<file path="src/rtl/spi_wr_pkg.sv">
package spi_wr_pkg;
  localparam int unsigned BYTE_W = 8;
  localparam int unsigned ADDR_W = BYTE_W - 1;
  localparam int unsigned CNT_W  = $clog2(BYTE_W + 1);

  typedef enum logic [1:0] {
    FR_IDLE,
    FR_HDR,
    FR_DATA,
    FR_SKIP
  } frame_st_t;
endpackage

</file>
<file path="src/rtl/spi_wr_rst_sync.sv">
module spi_wr_rst_sync #(
  parameter int unsigned STAGES = 2
) (
  input  logic clk,
  input  logic rst_n,
  output logic rst_n_s
);
  logic [STAGES-1:0] chain_q;
  logic [STAGES-1:0] chain_nx;

  always_comb begin
    chain_nx = {chain_q[STAGES-2:0], 1'b1};
  end

  always_ff @(posedge clk or negedge rst_n) begin
    if (!rst_n) chain_q <= '0;
    else        chain_q <= chain_nx;
  end

  assign rst_n_s = chain_q[STAGES-1];
endmodule

</file>
<file path="src/rtl/spi_wr_sync.sv">
module spi_wr_sync #(
  parameter int unsigned      W       = 3,
  parameter int unsigned      STAGES  = 2,
  parameter logic [W-1:0]     RST_VAL = '0
) (
  input  logic         clk,
  input  logic         rst_n,
  input  logic [W-1:0] din,
  output logic [W-1:0] dout
);
  logic [W-1:0] stg_q [STAGES];

  for (genvar g = 0; g < STAGES; g++) begin : g_stage
    if (g == 0) begin : g_first
      always_ff @(posedge clk or negedge rst_n) begin
        if (!rst_n) stg_q[g] <= RST_VAL;
        else        stg_q[g] <= din;
      end
    end else begin : g_next
      always_ff @(posedge clk or negedge rst_n) begin
        if (!rst_n) stg_q[g] <= RST_VAL;
        else        stg_q[g] <= stg_q[g-1];
      end
    end
  end

  assign dout = stg_q[STAGES-1];
endmodule

</file>
<file path="src/rtl/spi_wr_shift.sv">
module spi_wr_shift
  import spi_wr_pkg::*;
(
  input  logic              clk,
  input  logic              rst_n,
  input  logic              active,
  input  logic              sclk_s,
  input  logic              sdi_s,
  output logic              byte_done,
  output logic [BYTE_W-1:0] byte_q
);
  localparam logic [CNT_W-1:0] FULL = CNT_W'(BYTE_W);

  logic              sclk_d;
  logic              rise, fall;
  logic [CNT_W-1:0]  cnt_q, cnt_nx;
  logic [BYTE_W-1:0] sh_q, sh_nx;
  logic              done_nx;

  assign rise = sclk_s & ~sclk_d;
  assign fall = ~sclk_s & sclk_d;

  always_comb begin
    cnt_nx  = cnt_q;
    sh_nx   = sh_q;
    done_nx = 1'b0;
    if (!active) begin
      cnt_nx = '0;
    end else if (rise && (cnt_q < FULL)) begin
      sh_nx  = {sh_q[BYTE_W-2:0], sdi_s};
      cnt_nx = cnt_q + 1'b1;
    end else if (fall && (cnt_q == FULL)) begin
      done_nx = 1'b1;
      cnt_nx  = '0;
    end
  end

  always_ff @(posedge clk or negedge rst_n) begin
    if (!rst_n) begin
      sclk_d    <= 1'b0;
      cnt_q     <= '0;
      sh_q      <= '0;
      byte_done <= 1'b0;
    end else begin
      sclk_d    <= sclk_s;
      cnt_q     <= cnt_nx;
      sh_q      <= sh_nx;
      byte_done <= done_nx;
    end
  end

  assign byte_q = sh_q;

  // the bit count never passes one full byte
  assert_cnt_bound_R5: assert property (@(posedge clk) disable iff (!rst_n)
    cnt_q <= FULL);
  // completion only follows a detected falling clock edge
  assert_done_on_fall_R5: assert property (@(posedge clk) disable iff (!rst_n)
    byte_done |-> $past(fall));
  // leaving a transfer drops any partial byte
  assert_partial_drop_R7: assert property (@(posedge clk) disable iff (!rst_n)
    !active |=> (cnt_q == '0 && !byte_done));
endmodule

</file>
<file path="src/rtl/spi_wr_frame.sv">
module spi_wr_frame
  import spi_wr_pkg::*;
#(
  parameter logic [ADDR_W-1:0] DEV_ADDR = '0
) (
  input  logic              clk,
  input  logic              rst_n,
  input  logic              active,
  input  logic              byte_done,
  input  logic [BYTE_W-1:0] byte_q,
  output logic              vld_o,
  output logic [BYTE_W-1:0] data_o
);
  localparam logic [BYTE_W-1:0] HDR_WR = {DEV_ADDR, 1'b0};

  frame_st_t         st_q, st_nx;
  logic              vld_nx;
  logic [BYTE_W-1:0] data_nx;

  always_comb begin
    st_nx   = st_q;
    vld_nx  = 1'b0;
    data_nx = data_o;
    if (st_q == FR_DATA && byte_done) begin
      vld_nx  = 1'b1;
      data_nx = byte_q;
    end
    if (!active) begin
      st_nx = FR_IDLE;
    end else begin
      case (st_q)
        FR_IDLE: st_nx = FR_HDR;
        FR_HDR:  if (byte_done) st_nx = (byte_q == HDR_WR) ? FR_DATA : FR_SKIP;
        FR_DATA: st_nx = FR_DATA;
        FR_SKIP: st_nx = FR_SKIP;
        default: st_nx = FR_IDLE;
      endcase
    end
  end

  always_ff @(posedge clk or negedge rst_n) begin
    if (!rst_n) begin
      st_q   <= FR_IDLE;
      vld_o  <= 1'b0;
      data_o <= '0;
    end else begin
      st_q   <= st_nx;
      vld_o  <= vld_nx;
      data_o <= data_nx;
    end
  end

  // a strobe only follows a cycle spent in the accepted state
  assert_vld_needs_hdr_R2: assert property (@(posedge clk) disable iff (!rst_n)
    vld_o |-> ($past(st_q) == FR_DATA));
  // strobe lasts one cycle
  assert_vld_pulse_R8: assert property (@(posedge clk) disable iff (!rst_n)
    vld_o |=> !vld_o);
  // header acceptance ends with the transfer
  assert_end_clears_R7: assert property (@(posedge clk) disable iff (!rst_n)
    !active |=> (st_q == FR_IDLE));
endmodule

</file>
<file path="src/rtl/spi_wr_rx.sv">
module spi_wr_rx
  import spi_wr_pkg::*;
#(
  parameter logic [ADDR_W-1:0] DEV_ADDR    = '0,
  parameter int unsigned       SYNC_STAGES = 2
) (
  input  logic              clk,
  input  logic              rst_n,
  input  logic              sel_n_i,
  input  logic              sclk_i,
  input  logic              sdi_i,
  output logic              sdo_o,
  input  logic              pend_i,
  output logic              irq_n_o,
  output logic              byte_vld_o,
  output logic [BYTE_W-1:0] byte_o
);
  logic       rst_n_s;
  logic [2:0] pins_s;
  logic       active;
  logic       byte_done;
  logic [BYTE_W-1:0] byte_q;

  spi_wr_rst_sync #(.STAGES(2)) u_rst (
    .clk(clk), .rst_n(rst_n), .rst_n_s(rst_n_s)
  );

  spi_wr_sync #(.W(3), .STAGES(SYNC_STAGES), .RST_VAL(3'b100)) u_sync (
    .clk(clk), .rst_n(rst_n_s),
    .din({sel_n_i, sclk_i, sdi_i}), .dout(pins_s)
  );

  assign active = ~pins_s[2];

  spi_wr_shift u_shift (
    .clk(clk), .rst_n(rst_n_s), .active(active),
    .sclk_s(pins_s[1]), .sdi_s(pins_s[0]),
    .byte_done(byte_done), .byte_q(byte_q)
  );

  spi_wr_frame #(.DEV_ADDR(DEV_ADDR)) u_frame (
    .clk(clk), .rst_n(rst_n_s), .active(active),
    .byte_done(byte_done), .byte_q(byte_q),
    .vld_o(byte_vld_o), .data_o(byte_o)
  );

  assign sdo_o   = 1'b0;
  assign irq_n_o = ~pend_i;
endmodule

</file>
<file path="config.mk">
export PLATFORM = sky130hd
export DESIGN_NAME = spi_wr_rx
export DESIGN_NICKNAME = d
export VERILOG_FILES = /design/src/rtl/spi_wr_pkg.sv /design/src/rtl/spi_wr_rst_sync.sv /design/src/rtl/spi_wr_sync.sv /design/src/rtl/spi_wr_shift.sv /design/src/rtl/spi_wr_frame.sv /design/src/rtl/spi_wr_rx.sv
export SDC_FILE = /design/constraint.sdc
export NUM_CORES = 1
export LEC_CHECK = 0
export BUFFER_PORTS_ARGS = -buffer_cell sky130_fd_sc_hd__buf_2
export CORE_ASPECT_RATIO = 1.1
export CORE_MARGIN = 8
export CORE_UTILIZATION = 47
export CTS_BUF_LIST = sky130_fd_sc_hd__clkbuf_2
export DETAILED_ROUTE_END_ITERATION = 10
export HOLD_SLACK_MARGIN = 0.08
export PLACE_DENSITY = 0.7
export SETUP_SLACK_MARGIN = 0.5
export SYNTH_ARGS = -nofsm -noshare
export SYNTH_HDL_FRONTEND = slang
export SYNTH_SLANG_ARGS = --single-unit
</file>
<file path="constraint.sdc">
create_clock -name clk -period 1 [get_ports clk]
set_clock_uncertainty 0.1 [all_clocks]
set_input_delay 0.05 -clock clk [delete_from_list [all_inputs] [get_ports clk]]
set_output_delay 0.05 -clock clk [all_outputs]
set_load 0.05 [all_outputs]
</file>
==> results_dict.tcl <==
set metrics [dict create \
    cp_data_required_time_ps 1170 \
    leakage_nw 1.00 \
    ant_nets 0 \
    path_clk_slew_ps 150 \
    gp_congestion 0.866 \
    clockBufferDepth 2 \
    synth_area_leaders "dfrtp_1 (60%), mux2_4 (9.4%), mux2_2 (7.9%)" \
    final_core_util 0.753 \
    start_kind "flip-flop" \
    crit_buf_inv 1 \
    report.final.slew_viol_count 0 \
    yosys.area.top_type "dfrtp_1" \
    vias_per_cell 5.01 \
    initial_core_util 0.479 \
    setup_ws_ps -491 \
    core_mm2 0.00268 \
    cpPeakStageDelay_ps 420 \
    drive_above_1_share 0.746 \
    synth_cell_type_count 27 \
    hpwl_um 1570 \
    regArea_um2 845 \
    clock-sinks 33 \
    num_rows 20 \
    postSynthCellCount 82 \
    mostFrequentLayoutCell "dfrtp_1" \
    cp_slowest_cell "dfrtp_1" \
    num_antenna_cells 0 \
    yosysWarnings 0 \
    clock_latency_ps 360 \
    drt-total-wl_um 2620 \
    clock.fmax_mhz 671 \
    crit_family "simple AND/OR/NAND/NOR gates" \
    synth_fp_nets 90 \
    maxCapViolCount 0 \
    ff2ff_path_depth 4 \
    gr-total-overflow 0 \
    numCtsBuffers 5 \
    yosysSeqAreaShare 0.645 \
    holdWs_ps -128 \
    fill_cells 156 \
    avgSynthCellArea_um2 15.7 \
    netlist_area_mm2 0.00128 \
    setup_violations 33 \
    path_class "reg2reg" \
    hold_viol_final 2 \
    arrival_ps 1660 \
    grt_pass1_vias 918 \
    r2r_start "u_shift.sclk_d" \
    area_delta_synth_final_pct 57.1 \
    fin_crit_ps 1490 \
    powerDensity_mw_per_mm2 1520 \
    multi_input_area_um2 538 \
    synth_top_cell_area_share 0.604 \
    htreeDepth 2 \
    r2r-end "u_shift.byte_q[1]" \
    drc_errors 0 \
    cp_max_fo 8 \
    portBuffers 15 \
    rsz0062_at_grt "true" \
    drtIter0Drc 24 \
    die_area_mm2 0.00466 \
    dr_total_vias 857 \
    die_w_um 65.8 \
    final_cell_mix "dfrtp_1 (20), buf_6 (19), mux2_4 (16)" \
    failed_checks "negative hold slack, negative setup slack" \
    status "finished with violations" \
    post-route-period-util 1.49 \
    peakVddDrop_uv 1050 \
    cts_tree "built" \
    grt_use_total 0.127 \
    firstDrtPassIters 4 \
    synth_seq_cells 33 \
    die_y_um 70.8 \
    root_buffer "clkbuf_2" \
    grt_pass1_wl_um 4390 \
    hold_class "in2async" \
    r2r_slack_ps -490 \
    ioPinCount 17 \
    cp-startpoint "u_shift.sclk_d" \
    wl_per_cell_um 15.3 \
    crit_chain "nor3b_2, nor2b_4, buf_12, mux2_4" \
    antenna_found_initial 0 \
    grt_max_degree 11 \
    crit_path_end_kind "flip-flop" \
    nNetsFinal 145 \
]
-- routing by layer --
metal | vias to the layer above | track usage | part of all wire
met5 | - | 0 | 0
met3 | 8 | 0.0553 | 0.058
met2 | 23 | 0.202 | 0.53
met4 | 0 | 0.0680 | 0.030
met1 | 432 | 0.138 | 0.38
li1 | 394 | - | -
-- synthesized netlist by cell type --
library cell,n
buf_12,1
nor4_1,1
a22o_2,1
dfstp_2,2
nor3_1,2
nor3b_2,1
ha_1,2
nand2b_1,1
nand3_1,1
nand2_1,1
buf_4,1
a41oi_1,1
nor2_1,3
xnor2_1,1
mux2_2,9
a211oi_1,1
and4bb_2,1
nor2b_4,1
nor2b_1,1
a311oi_1,2
inv_1,4
conb_1,2
nor3b_1,1
a21oi_1,1
nand2_2,1
dfrtp_1,31
mux2_4,8
-- power breakdown --
part,internal (mW),leakage (nW),switching [mW],total (mW)
clock network,0.427,0.0406,0.422,0.850
registers,1.49,0.405,0.143,1.64
logic,0.392,0.555,0.192,0.583
total,2.31,1.00,0.758,3.07
-- flip-flops by register name (all words and copies together) (netlist names) --
signal and count:
u_shift.byte_done 1, u_sync.stg_q 3, u_frame.st_q 2, u_shift.byte_q 8
u_frame.data_o 8, u_shift.sclk_d 1, u_sync.dout 3, u_rst.chain_q 2
u_frame.vld_o 1, u_shift.cnt_q 4
-- logic make-up after synthesis --
logic type,Yosys count,share of synthesized area
XOR/XNOR,1,0.00682
adder cells (fa/ha/maj),2,0.0195
buffers and inverters,6,0.0331
flip-flops,33,0.645
AO/OA/AOI/OAI,6,0.0380
other,2,0.00585
AND/OR/NAND/NOR,15,0.0789
multiplexers,17,0.173
-- repair_timing --
action / in CTS / in global routing
pin swaps: 10 / 5
gates resized for setup: 45 / 4
hold endpoints to repair: 5 / 3
gates cloned: 2 / 0
endpoints found under the setup margin: 70 / 69
hold buffers: 3 / 1
setup buffers: 11 / 0
-- per-stage QoR --
| step | cells | area, µm² | setup TNS, ps | power (mW) | setup WS [ps] |
|---|---|---|---|---|---|
| final | 171 | 2020 | -9210 | 3.07 | -491 |
| after global routing | 171 | 2020 | -11000 | 3.21 | -551 |
| after CTS | 170 | 1990 | -9200 | 3.10 | -471 |
| after detailed placement | 146 | 1590 | -7380 | 2.14 | -463 |
| after global placement | 146 | 1590 | -6470 | 2.11 | -409 |
| after floorplan | 82 | 1350 | -5950 | 1.93 | -419 |
-- worst max-delay path by stage --
stage	end	slack, ps	cells past startpoint
floorplan	u_shift.byte_q[0]	-420	4
global placement	u_shift.byte_q[3]	-410	4
detailed placement	u_shift.byte_q[5]	-460	4
CTS	u_shift.byte_q[5]	-470	4
global route	u_shift.cnt_q[0]	-550	5
finish	u_shift.byte_q[1]	-490	4
-- cell type report --
| cell class | count | share of cell area |
|---|---|---|
| clock buffer | 6 | 0.0149 |
| clock inverter | 2 | 0.0167 |
| sequential | 33 | 0.419 |
| timing repair buffer | 49 | 0.255 |
| tap | 33 | 0.0205 |
| multi-input combinational | 44 | 0.267 |
| inverter | 4 | 0.00744 |
No activity file was read; power rests on OpenSTA's default activity.
